**config.mk**
```make
export PLATFORM = sky130hd
export DESIGN_NAME = tas_unit
export DESIGN_NICKNAME = d
export VERILOG_FILES = /design/src/rtl/tas_pkg.sv /design/src/rtl/tas_flag_array.sv /design/src/rtl/tas_lock_table.sv /design/src/rtl/tas_unit.sv
export SDC_FILE = /design/constraint.sdc
export NUM_CORES = 1
export LEC_CHECK = 0
export ABC_AREA = 1
export CAP_MARGIN = 5
export CORE_MARGIN = 8
export CORE_UTILIZATION = 30
export CTS_CLUSTER_SIZE = 8
export DETAILED_ROUTE_END_ITERATION = 12
export PLACE_DENSITY_LB_ADDON = 0.12
export REMOVE_ABC_BUFFERS = 1
export SLEW_MARGIN = 10
export SYNTH_ARGS = -nofsm -noshare
export SYNTH_HDL_FRONTEND = slang
export SYNTH_SLANG_ARGS = --single-unit
```
**constraint.sdc**
```tcl
create_clock -name clk -period 3 [get_ports clk]
set_input_delay 0.6 -clock clk [delete_from_list [all_inputs] [get_ports clk]]
set_output_delay 0.6 -clock clk [all_outputs]
set_load 0.005 [all_outputs]
```
**src/rtl/tas_pkg.sv**
```systemverilog
package tas_pkg;

  typedef enum logic [1:0] {
    OP_TAS = 2'd0,
    OP_CLR = 2'd1,
    OP_LRD = 2'd2,
    OP_WR  = 2'd3
  } tas_op_e;

  localparam logic STAT_OK    = 1'b0;
  localparam logic STAT_RETRY = 1'b1;

endpackage

```
**src/rtl/tas_flag_array.sv**
```systemverilog
// Semaphore flag store: the read of the old value and the update share one cycle.
// NUM_FLAGS must be a power of two.
module tas_flag_array #(
  parameter int NUM_FLAGS = 8,
  localparam int IDX_W = $clog2(NUM_FLAGS)
) (
  input  logic             clk,
  input  logic             rst_n,
  input  logic             tas_en,
  input  logic             clr_en,
  input  logic [IDX_W-1:0] idx,
  output logic             old_val
);

  logic [NUM_FLAGS-1:0] flag_q;
  logic [NUM_FLAGS-1:0] flag_d;
  logic                 flag_we;

  assign old_val = flag_q[idx];

  always_comb begin
    flag_d  = flag_q;
    flag_we = tas_en | clr_en;
    if (tas_en) flag_d[idx] = 1'b1;
    if (clr_en) flag_d[idx] = 1'b0;
  end

  always_ff @(posedge clk or negedge rst_n) begin
    if (!rst_n)       flag_q <= '0;
    else if (flag_we) flag_q <= flag_d;
  end

  assert_tas_sets_flag_R3: assert property (@(posedge clk) disable iff (!rst_n)
    tas_en |=> flag_q[$past(idx)]);

  assert_clr_clears_flag_R4: assert property (@(posedge clk) disable iff (!rst_n)
    clr_en |=> !flag_q[$past(idx)]);

  assert_flags_hold_R10: assert property (@(posedge clk) disable iff (!rst_n)
    (!tas_en && !clr_en) |=> $stable(flag_q));

endmodule

```
**src/rtl/tas_lock_table.sv**
```systemverilog
// Small associative table of address locks, each owned by one source.
module tas_lock_table #(
  parameter int NUM_LOCKS = 4,
  parameter int ADDR_W    = 16,
  parameter int SRC_W     = 3
) (
  input  logic              clk,
  input  logic              rst_n,
  input  logic              lrd_en,
  input  logic              wr_en,
  input  logic [ADDR_W-1:0] addr,
  input  logic [SRC_W-1:0]  src,
  output logic              retry
);

  logic [NUM_LOCKS-1:0] valid_q, valid_d;
  logic [ADDR_W-1:0]    addr_q  [NUM_LOCKS];
  logic [ADDR_W-1:0]    addr_d  [NUM_LOCKS];
  logic [SRC_W-1:0]     owner_q [NUM_LOCKS];
  logic [SRC_W-1:0]     owner_d [NUM_LOCKS];

  logic [NUM_LOCKS-1:0] hit;
  logic [NUM_LOCKS-1:0] free_sel;
  logic [SRC_W-1:0]     hit_owner;
  logic                 hit_any, owner_match, full;
  logic                 alloc, release_lk, tbl_we;

  // lookup and first-free selection
  always_comb begin
    hit_owner = '0;
    free_sel  = '0;
    for (int i = 0; i < NUM_LOCKS; i++) begin
      hit[i] = valid_q[i] && (addr_q[i] == addr);
      if (hit[i]) hit_owner = hit_owner | owner_q[i];
    end
    for (int i = NUM_LOCKS - 1; i >= 0; i--) begin
      if (!valid_q[i]) free_sel = NUM_LOCKS'(1) << i;
    end
  end

  assign hit_any     = |hit;
  assign owner_match = hit_any && (hit_owner == src);
  assign full        = &valid_q;

  assign retry = (lrd_en && ((hit_any && !owner_match) || (!hit_any && full))) ||
                 (wr_en && hit_any && !owner_match);

  assign alloc      = lrd_en && !hit_any && !full;
  assign release_lk = wr_en && owner_match;
  assign tbl_we     = alloc || release_lk;

  always_comb begin
    valid_d = valid_q;
    for (int i = 0; i < NUM_LOCKS; i++) begin
      addr_d[i]  = addr_q[i];
      owner_d[i] = owner_q[i];
      if (alloc && free_sel[i]) begin
        valid_d[i] = 1'b1;
        addr_d[i]  = addr;
        owner_d[i] = src;
      end
      if (release_lk && hit[i]) valid_d[i] = 1'b0;
    end
  end

  always_ff @(posedge clk or negedge rst_n) begin
    if (!rst_n) begin
      valid_q <= '0;
      for (int i = 0; i < NUM_LOCKS; i++) begin
        addr_q[i]  <= '0;
        owner_q[i] <= '0;
      end
    end else if (tbl_we) begin
      valid_q <= valid_d;
      for (int i = 0; i < NUM_LOCKS; i++) begin
        addr_q[i]  <= addr_d[i];
        owner_q[i] <= owner_d[i];
      end
    end
  end

  assert_one_hit_R7: assert property (@(posedge clk) disable iff (!rst_n)
    $onehot0(hit));

  assert_refused_keeps_table_R7: assert property (@(posedge clk) disable iff (!rst_n)
    retry |=> $stable(valid_q));

  generate
    for (genvar g = 0; g < NUM_LOCKS; g++) begin : g_entry_chk
      assert_owner_stable_R7: assert property (@(posedge clk) disable iff (!rst_n)
        valid_q[g] |=> (!valid_q[g] || ($stable(owner_q[g]) && $stable(addr_q[g]))));
    end
  endgenerate

endmodule

```
**src/rtl/tas_unit.sv**
```systemverilog
module tas_unit
  import tas_pkg::*;
#(
  parameter int NUM_FLAGS = 8,
  parameter int NUM_SRC   = 8,
  parameter int ADDR_W    = 16,
  parameter int NUM_LOCKS = 4,
  localparam int SRC_W    = $clog2(NUM_SRC),
  localparam int FIDX_W   = $clog2(NUM_FLAGS)
) (
  input  logic              clk,
  input  logic              rst_n,
  input  logic              req_valid,
  input  logic [1:0]        req_op,
  input  logic [SRC_W-1:0]  req_src,
  input  logic [ADDR_W-1:0] req_addr,
  output logic              cpl_valid,
  output logic [SRC_W-1:0]  cpl_src,
  output logic              cpl_status,
  output logic              cpl_data
);

  // reset: asynchronous assertion, synchronous release
  logic rst_meta_q, rst_sync_n;
  always_ff @(posedge clk or negedge rst_n) begin
    if (!rst_n) begin
      rst_meta_q <= 1'b0;
      rst_sync_n <= 1'b0;
    end else begin
      rst_meta_q <= 1'b1;
      rst_sync_n <= rst_meta_q;
    end
  end

  tas_op_e op;
  logic    is_tas, is_clr, is_lrd, is_wr;
  logic    flag_old, lock_retry;

  assign op     = tas_op_e'(req_op);
  assign is_tas = req_valid && (op == OP_TAS);
  assign is_clr = req_valid && (op == OP_CLR);
  assign is_lrd = req_valid && (op == OP_LRD);
  assign is_wr  = req_valid && (op == OP_WR);

  tas_flag_array #(.NUM_FLAGS(NUM_FLAGS)) u_flags (
    .clk     (clk),
    .rst_n   (rst_sync_n),
    .tas_en  (is_tas),
    .clr_en  (is_clr),
    .idx     (req_addr[FIDX_W-1:0]),
    .old_val (flag_old)
  );

  tas_lock_table #(.NUM_LOCKS(NUM_LOCKS), .ADDR_W(ADDR_W), .SRC_W(SRC_W)) u_locks (
    .clk    (clk),
    .rst_n  (rst_sync_n),
    .lrd_en (is_lrd),
    .wr_en  (is_wr),
    .addr   (req_addr),
    .src    (req_src),
    .retry  (lock_retry)
  );

  // completion next state
  logic             cpl_valid_d, cpl_status_d, cpl_data_d;
  logic [SRC_W-1:0] cpl_src_d;

  always_comb begin
    cpl_valid_d  = req_valid;
    cpl_src_d    = req_src;
    cpl_status_d = lock_retry ? STAT_RETRY : STAT_OK;
    cpl_data_d   = is_tas ? flag_old : 1'b0;
  end

  always_ff @(posedge clk or negedge rst_sync_n) begin
    if (!rst_sync_n) begin
      cpl_valid  <= 1'b0;
      cpl_src    <= '0;
      cpl_status <= STAT_OK;
      cpl_data   <= 1'b0;
    end else begin
      cpl_valid <= cpl_valid_d;
      if (req_valid) begin
        cpl_src    <= cpl_src_d;
        cpl_status <= cpl_status_d;
        cpl_data   <= cpl_data_d;
      end
    end
  end

  assert_cpl_follows_req_R2: assert property (@(posedge clk) disable iff (!rst_sync_n)
    req_valid |=> (cpl_valid && (cpl_src == $past(req_src))));

  assert_no_cpl_idle_R2: assert property (@(posedge clk) disable iff (!rst_sync_n)
    !req_valid |=> !cpl_valid);

  assert_flag_ops_not_retried_R10: assert property (@(posedge clk) disable iff (!rst_sync_n)
    (is_tas || is_clr) |=> (cpl_status == STAT_OK));

  assert_lock_ops_no_data_R10: assert property (@(posedge clk) disable iff (!rst_sync_n)
    (is_lrd || is_wr) |=> !cpl_data);

endmodule

```
# Yosys cells after proc, flatten, opt, wreduce, memory -nomap -nowiden
# Cells that the tools add are included.
# totals
regBits	96
latch_bits	0
ramBits	0
rom_bits	0
input_bits	24
word_cells	107
n_memories	0
# op_classes
addsub	0
n_mul	0
n_div	0
n_lt_le_gt_ge	2
eq_ne	8
shifts	0
mux	24
bitwise	7
n_reduce_logical	47
# ops
op	count
$eq A16 B16 Y1	4
$logic_and A1 B1 Y1	26
$mux W4	4
$mux W8	2
$reduce_and A2 Y1	8
$mux W1	12
$mux W3	4
$or A3 B3 Y3	3
$and A8 B8 Y8	1
$not A8 Y8	1
$or A8 B8 Y8	1
$reduce_bool A2 Y1	4
$eq A2 B2 Y1 const B	2
$lt A3 B4 Y1 const B	1
$reduce_and A4 Y1	1
$reduce_or A4 Y1	1
$bmux W1 S3	1
$demux W1 S3	1
$eq A3 B3 Y1	1
$ge A3 B1 Y1 const B	1
$logic_not A1 Y1	3
$logic_or A1 B1 Y1	3
$eq A2 B1 Y1 const B	1
$logic_not A2 Y1	1
$or A1 B1 Y1	1

# Logic depth before layout (Yosys ltp)
# Gate-level depths: netlist (run 1).
# depth
word_depth	17
depth_mapped	17
depth_no_buf	15

# Hierarchy
# A second synthesis (run 1) with hierarchy kept.
# unflattened
cells_unflattened	815
area_unflattened_um2	5790.6
# modules_own_cells
module	n_inst	cells_per_inst	area_per_inst_um2	seq_area_each_um2
tas_lock_table	1	713	4981.0	2001.9
tas_flag_array	1	70	513.0	200.2
tas_unit	1	32	296.5	200.2

# Worst setup path before layout (run 1)
# No wires, ideal clock.
# synth_path
path_type	input-to-reg
start	input req_addr[1]
end	register u_locks.addr_q[56] (netlist name)
setup_time_ns	0.126
t_arrival_ns	2.113
required_ns	2.874
setup_slack_ns	0.760
cell_stages	16
path_buffers	4
cell_sequence	buf_6 -> inv_4 -> buf_8 -> nand2_2 -> nand2_1 -> nor2_1 -> nand2_1 -> nor2_1 -> nand3_2 -> nand4_4 -> nor3_4 -> nand2_1 -> buf_4 -> buf_4 -> nand2_1 -> o21ai_1
# synth_via
elab_chain_cells	14
word_cells_on_any_way	25
classes_between	eq/ne (5); mux (4); bitwise (3); reduce/logical (13)
# synth_lines
element	line	text
start, declared	tas_unit.sv:16	input logic [ADDR_W-1:0] req_addr,
$eq A16 B16 Y1	tas_lock_table.sv:33	hit[i] = valid_q[i] && (addr_q[i] == addr);
$logic_and A1 B1 Y1	tas_lock_table.sv:33	
$mux W3	tas_lock_table.sv:34	if (hit[i]) hit_owner = hit_owner | owner_q[i];
$or A3 B3 Y3	tas_lock_table.sv:34	
$mux W3	tas_lock_table.sv:34	
$or A3 B3 Y3	tas_lock_table.sv:34	
$mux W3	tas_lock_table.sv:34	
$or A3 B3 Y3	tas_lock_table.sv:34	
$mux W3	tas_lock_table.sv:34	
$eq A3 B3 Y1	tas_lock_table.sv:42	assign owner_match = hit_any && (hit_owner == src);
$logic_and A1 B1 Y1	tas_lock_table.sv:42	
$logic_and A1 B1 Y1	tas_lock_table.sv:49	assign release_lk = wr_en && owner_match;
$logic_or A1 B1 Y1	tas_lock_table.sv:50	assign tbl_we = alloc || release_lk;
$reduce_and A2 Y1 (no line) *	--	
end signal, assigned by index	tas_lock_table.sv:76	addr_q[i] <= addr_d[i];
end, declared	tas_lock_table.sv:17	logic [ADDR_W-1:0] addr_q [NUM_LOCKS];
# Mark *: on every way between the ends. The rest lies on a longest branch, timed or not.
# A chain may end at the register's enable or synchronous reset.

# Worst setup path in the final report (run 1)
# layout_path
start	input req_addr[14]
end	register u_locks.valid_q[2]
# layout_via
elab_chain_cells	15
word_cells_on_any_way	28
classes_between	eq/ne (5); mux (5); bitwise (3); reduce/logical (15)
# layout_lines
element	line	text
$eq A16 B16 Y1	tas_lock_table.sv:33	
$logic_and A1 B1 Y1	tas_lock_table.sv:33	
$mux W3	tas_lock_table.sv:34	
$or A3 B3 Y3	tas_lock_table.sv:34	
$mux W3	tas_lock_table.sv:34	
$or A3 B3 Y3	tas_lock_table.sv:34	
$mux W3	tas_lock_table.sv:34	
$or A3 B3 Y3	tas_lock_table.sv:34	
$mux W3	tas_lock_table.sv:34	
$eq A3 B3 Y1	tas_lock_table.sv:42	
$logic_and A1 B1 Y1	tas_lock_table.sv:42	
$logic_and A1 B1 Y1	tas_lock_table.sv:49	
$logic_and A1 B1 Y1	tas_lock_table.sv:62	if (release_lk && hit[i]) valid_d[i] = 1'b0;
$reduce_bool A2 Y1 (no line)	--	
$reduce_and A2 Y1 (no line)	--	
end signal, assigned	tas_lock_table.sv:74	valid_q <= valid_d;
end, declared	tas_lock_table.sv:16	logic [NUM_LOCKS-1:0] valid_q, valid_d;
# Several ways; a longest one is shown, not always the timed one.

==> results of run 1 <==
[critical path: cells and delay by family]
family        cells  cell delay, ps
simple gates      9            1470
xor+xnor          1             300
buf+inv           2             680
[area by class of cell]
class                   count  area, sq um
clock inverters             6         66.3
inverters                  89          339
well taps                 229          287
flip-flops and latches     96         2410
clock buffers              10          239
repair buffers             66          668
multi-input cells         565         2590
fillers                  1923        11400
[kinds of logic (layout without fill, tap and decap cells)]
| kind of cell | count (synthesis) | after routing | share of synthesized area, % |
|---|---|---|---|
| xor+xnor | 18 | 18 | 2.84 |
| buf+inv | 117 | 171 | 10.1 |
| simple gates | 429 | 429 | 32.8 |
| compound gates | 117 | 117 | 10.9 |
| other cells | 1 | 1 | 0.0676 |
| flops | 96 | 96 | 43.3 |
[synthesized netlist by cell type, types with 6 or more instances]
library cell,count
nand2_1,286
dfrtp_1,96
inv_1,73
nor2_1,71
o21ai_0,54
o21ai_1,35
nand4_1,23
a21oi_1,22
nand3_1,16
inv_2,13
nor3_1,11
xnor2_1,11
buf_6,9
buf_4,7
xor2_1,7
nand3_2,6
[through the flow]
step	setup WS [ps]	setup TNS (ps)	instance area, sq um	power, mW	utilization [%]
floorplan	128	0	5330	2.50	-
global placement	-223	-11340	6290	2.96	34.9
detailed placement	-221	-11890	6290	2.97	34.9
CTS	154	0	6590	4.21	36.6
global route	8.70	0	6590	4.45	36.6
finish	175	0	6590	4.16	36.6
[power groups by stage]
stage	logic [mW]	clock network [mW]	registers (mW)
floorplan	0.724	0	1.78
global placement	1.11	0	1.85
detailed placement	1.11	0	1.86
CTS	1.12	1.25	1.83
global route	1.28	1.29	1.88
finish	1.12	1.22	1.83
[path summary, 6_finish.rpt]
check	slack (ps)	depth (start not counted)	endpoint	from
max	170	12	u_locks.valid_q[2]$_DFFE_PN0P_	req_addr[14]
min	350	0	rst_sync_n$_DFF_PN0_	rst_meta_q$_DFF_PN0_
max reg2reg	690	10	u_locks.valid_q[2]$_DFFE_PN0P_	u_locks.addr_q[62]$_DFFE_PN0P_
min reg2reg	350	0	rst_sync_n$_DFF_PN0_	rst_meta_q$_DFF_PN0_
max in group asynchronous	1740	1	u_locks.owner_q[1]$_DFFE_PN0P_	rst_sync_n$_DFF_PN0_
min in group asynchronous	400	1	rst_sync_n$_DFF_PN0_	rst_n
[state kept, by name, indices dropped and copies added, names as in the netlist]
register,cells
u_locks.owner_q,12
cpl_valid,1
cpl_data,1
rst_meta_q,1
u_flags.flag_q,8
u_locks.addr_q,64
cpl_src,3
u_locks.valid_q,4
rst_sync_n,1
cpl_status,1
[per-layer routing]
| metal | GRT usage (%) | vias to the layer above |
|---|---|---|
| met1 | 20.8 | 2397 |
| met5 | 0 | - |
| met3 | 3.67 | 20 |
| li1 | - | 2550 |
| met4 | 4.81 | 0 |
| met2 | 24.3 | 98 |
==> results.py, run 1 <==
metrics = {
    "grt": {
        "grt_pass1_wl_microns": 28400,
        "track_usage_pct": 15.5,
        "grt_pass1_vias": 5070,
        "antenna_found_initial": 0,
        "grt-ovfl-total": 0,
        "grt_max_degree": 66,
    },
    "drt": {
        "num_vias": 5065,
        "wl_met1_microns": 8490,
        "dr.max_layer_used": "met4",
        "drt_iter0_markers": 319,
        "met3WireLength_microns": 832,
        "wl_microns": 17500,
        "ant_nets": 0,
        "dr.pass1.iters": 8,
        "wl_per_cell_microns": 16.5,
        "dr_wl_met2_microns": 7790,
        "drc_errors": 0,
        "avgViaCountPerCell": 4.77,
    },
    "floorplan": {
        "rows": 49,
        "die-area_sq_mm": 0.0231,
        "die_h_microns": 152,
        "ioPinCount": 30,
        "die_w_microns": 152,
        "start_util_pct": 30.8,
        "core_area_sq_mm": 0.0180,
    },
    "cts": {
        "clk_root_buffer_cell": "clkbuf_16",
        "cts_tree": "yes",
        "cts.repair.resized": 0,
        "clk_pin_slew_ps": 70,
        "holdBufCountCts": 0,
        "cts_buffers": 9,
        "cts_setup_buffers": 0,
        "clk_latency_ps": 360,
        "cts_buffer_depth": 2,
        "cts_num_sinks": 96,
        "cts_max_level": 3,
    },
    "power": {
        "combPwrFrac_pct": 26.8,
        "power.internal_mw": 2.68,
        "peakVddDrop_mv": 0.336,
        "p_clk_share_pct": 29.2,
        "power_frac_seq_pct": 44.0,
        "power.switching_mw": 1.48,
        "swShare_pct": 35.6,
        "power_leakage_nw": 3.31,
        "powerDensity_mw_per_mm2": 632,
    },
    "worst_hold_path": {
        "hp-class": "register to register",
    },
    "cells_and_area": {
        "stdcell_count": 1061,
        "mostFrequentLayoutCell": "nand2_1",
        "layout_common_cells": "286 x nand2_1, 95 x dfrtp_1, 73 x inv_1",
        "drive_above_1_share_pct": 10.1,
        "final_nets": 851,
        "diodes": 0,
        "syn_to_final_growth_pct": 18.8,
    },
    "yosys": {
        "yosysTopAreaCellShare_pct": 43.3,
        "synth_area_leaders": "dfrtp_1 43%, nand2_1 19%, inv_1 4.9%",
        "syn_inst": 778,
        "avgSynthCellArea_sq_um": 7.13,
        "synth-edff-count": 0,
        "ys_types": 37,
        "synth-async-reset-ratio_pct": 100,
        "synth_seq_cells": 96,
        "ys.flop_type": "dfrtp_1",
        "synth_area_sq_mm": 0.00555,
        "ys_seq_area_share_pct": 43.3,
        "yosys.area.top_type": "dfrtp_1",
        "synth_warnings": 0,
    },
    "timing": {
        "fin_skew_ps": 10.0,
        "worst_hold_slack_ps": 350,
        "rsz0062_at_grt": "false",
        "hold_viol_final": 0,
        "period_needed_ps": 2830,
        "tightest_slew_ps": 896,
        "setup_viol": 0,
        "period_share_pct": 94.2,
        "slew_violations": 0,
        "max_slew_margin_pct": 40.3,
        "clock.fmax_mhz": 354,
    },
    "setup_path": {
        "path_cells": "clkdlybuf4s50_1 -> buf_4 -> xnor2_1 -> nand3_1 -> nor2_1 -> nand3_2 -> nand4_4 -> nand2_1 -> nor2_1 -> nand3_1 -> nor2_1 -> nor2_1",
        "critPathCaptureType": "register",
        "startpoint_type": "input port",
        "critical-path-max-stage-delay_ps": 490,
        "crit_fanout": 4,
        "worstPathArrival_ps": 3070,
        "critPathKind": "input port to register",
        "cp_slowest_cell": "clkdlybuf4s50_1",
        "crit_required_ps": 3240,
        "path_common_cell": "nor2_1",
    },
    "place": {
        "dpl.hpwl_microns": 13700,
        "portBuffers": 29,
        "routabilityCongestion": 0.945,
        "place_inst": 1045,
    },
    "flow_run": {
        "cap_violations": 0,
    },
    "status": {
        "status": "completed",
    },
}
No activity file was read; power rests on OpenSTA's default activity.
==> run 2: changes to the inputs <==
- MAX_ROUTING_LAYER: unset -> met4
==> run 2 against run 1 <==
  * Via count about the same
  * Wire length grew 1.5%
  * Utilization rose by 0.48 points
  * Highest routed layer unchanged
  * Sequential share of layout area is 0.47 points lower
  * First-iteration DRC count rose by 17%
  * Worst hold slack improved by 3.1 ps
  * Cell count increased by 0.85%
==> results.py, run 2 (synthesis gave the netlist of run 1 again) <==
metrics = {
    "power": {
        "powerDensity_mw_per_mm2": 629,
        "total_power_mw": 4.20,
        "power_leakage_nw": 3.35,
        "peakVddDrop_mv": 0.274,
    },
    "drt": {
        "ant_nets": 0,
        "avgViaCountPerCell": 4.74,
        "num_vias": 5068,
        "drc_errors": 0,
        "wl_per_cell_microns": 16.6,
        "dr.pass1.iters": 5,
        "drt_iter0_markers": 373,
        "wl_microns": 17700,
    },
    "floorplan": {
        "ioPinCount": 30,
        "die_h_microns": 152,
        "start_util_pct": 30.8,
        "rows": 49,
        "die-area_sq_mm": 0.0231,
        "die_w_microns": 152,
        "core_area_sq_mm": 0.0180,
    },
    "setup_path": {
        "crit_fanout": 7,
        "critPathCaptureType": "register",
        "cpLargestDelayFamily": "simple AND/OR/NAND/NOR gates",
        "cp_slowest_cell": "clkdlybuf4s50_1",
        "startpoint_type": "input port",
        "path_common_cell": "nor2_1",
        "crit_required_ps": 3240,
        "path_cells": "clkdlybuf4s50_1 -> inv_2 -> nand2_1 -> nand2_1 -> nor2_1 -> nand2_1 -> nor2_1 -> nand3_2 -> nand4_4 -> nand2_1 -> nor2_1 -> nand3_1 -> nor2_1 -> nor2_1",
        "critPathBufInv": 2,
        "critPathKind": "input port to register",
        "worstPathArrival_ps": 3050,
        "critical-path-max-stage-delay_ps": 650,
    },
    "cells_and_area": {
        "layout_common_cells": "286 x nand2_1, 95 x dfrtp_1, 73 x inv_1",
        "post-route-util_pct": 37.0,
        "drive_above_1_share_pct": 11.2,
        "design_area_sq_mm": 0.00668,
        "syn_to_final_growth_pct": 20.4,
        "largest_registers": "u_locks.addr_q x64, u_locks.owner_q x12, u_flags.flag_q x8",
        "largest_reg_flops": 64,
        "fillers": 1923,
        "regMostFlops": "u_locks.addr_q",
        "stdcell_count": 1070,
        "final_nets": 859,
        "mostFrequentLayoutCell": "nand2_1",
    },
    "cts": {
        "clk_pin_slew_ps": 70,
        "holdBufCountCts": 0,
        "cts_num_sinks": 96,
        "cts.repair.resized": 0,
        "cts_tree": "yes",
        "clk_root_buffer_cell": "clkbuf_16",
        "clk_latency_ps": 360,
        "cts_buffer_depth": 2,
        "cts_max_level": 3,
        "cts_buffers": 9,
        "cts_setup_buffers": 0,
    },
    "place": {
        "routabilityCongestion": 0.923,
        "dpl.hpwl_microns": 13700,
        "place_area_sq_mm": 0.00636,
        "dpl_worst_slack_ps": -308,
        "portBuffers": 29,
        "place_inst": 1053,
    },
    "flow_run": {
        "cap_violations": 0,
    },
    "grt": {
        "grt_max_degree": 61,
        "grt-ovfl-total": 0,
        "grt_pass1_vias": 5068,
        "antenna_found_initial": 1,
        "grt_pass1_wl_microns": 28700,
        "track_usage_pct": 16.1,
    },
    "timing": {
        "setup_viol": 0,
        "fin_skew_ps": 10.9,
        "clock.fmax_mhz": 356,
        "tightest_slew_ps": 851,
        "period_share_pct": 93.7,
        "worst_hold_slack_ps": 353,
        "hold_viol_final": 0,
        "slew_violations": 0,
        "tns_ps": 0,
        "fin_ws_ps": 190,
        "max_slew_margin_pct": 43.3,
        "period_needed_ps": 2810,
        "rsz0062_at_grt": "false",
    },
    "worst_hold_path": {
        "hp-class": "register to register",
    },
    "status": {
        "status": "completed",
    },
}
run 2: changes by cell type in the layout (fill, tap and decap cells not counted):
cell | before | now
clkbuf_8 | 1 | 2
nor2_1 | 71 | 68
clkinv_4 | 1 | 2
diode_2 | 0 | 1
nor2_2 | 1 | 4
clkbuf_1 | 0 | 1
inv_6 | 2 | 0
buf_4 | 29 | 36
clkinv_2 | 2 | 1
buf_12 | 8 | 9
run 2: worst paths after layout:
path	startpoint	end	slack [ps]	cells after the start
min in group asynchronous	rst_n	rst_sync_n$_DFF_PN0_	400	1
max in group asynchronous	rst_sync_n$_DFF_PN0_	u_locks.addr_q[14]$_DFFE_PN0P_	1690	1
min reg2reg	rst_meta_q$_DFF_PN0_	rst_sync_n$_DFF_PN0_	350	0
max	req_addr[11]	u_locks.valid_q[2]$_DFFE_PN0P_	190	14
min	rst_meta_q$_DFF_PN0_	rst_sync_n$_DFF_PN0_	350	0
max reg2reg	u_locks.addr_q[46]$_DFFE_PN0P_	u_locks.valid_q[2]$_DFFE_PN0P_	650	10
run 2: cell type report:
cell class                      count  area (sq um)  share of cell area (%)
Timing Repair Buffer               74           741                    11.1
Tap cell                          229           287                    4.29
Inverter                           89           339                    5.08
Multi-Input combinational cell    565          2590                    38.8
Clock buffer                       12           256                    3.84
Clock inverter                      4          52.6                   0.787
Sequential cell                    96          2410                    36.0
Antenna cell                        1          2.50                  0.0375
run 2: routing by layer:
layer | track usage [%] | wire length [microns] | vias up
li1 | - | - | 2574
met1 | 20.7 | 8620 | 2352
met2 | 24.9 | 7900 | 115
met3 | 3.67 | 842 | 27
met4 | 4.81 | 358 | 0
met5 | - | 0 | -
run 2: power breakdown:
part	internal, mW	leakage [nW]	switching (mW)
Clock	0.695	0.153	0.530
Combinational	0.453	2.00	0.688
Sequential	1.58	1.19	0.258
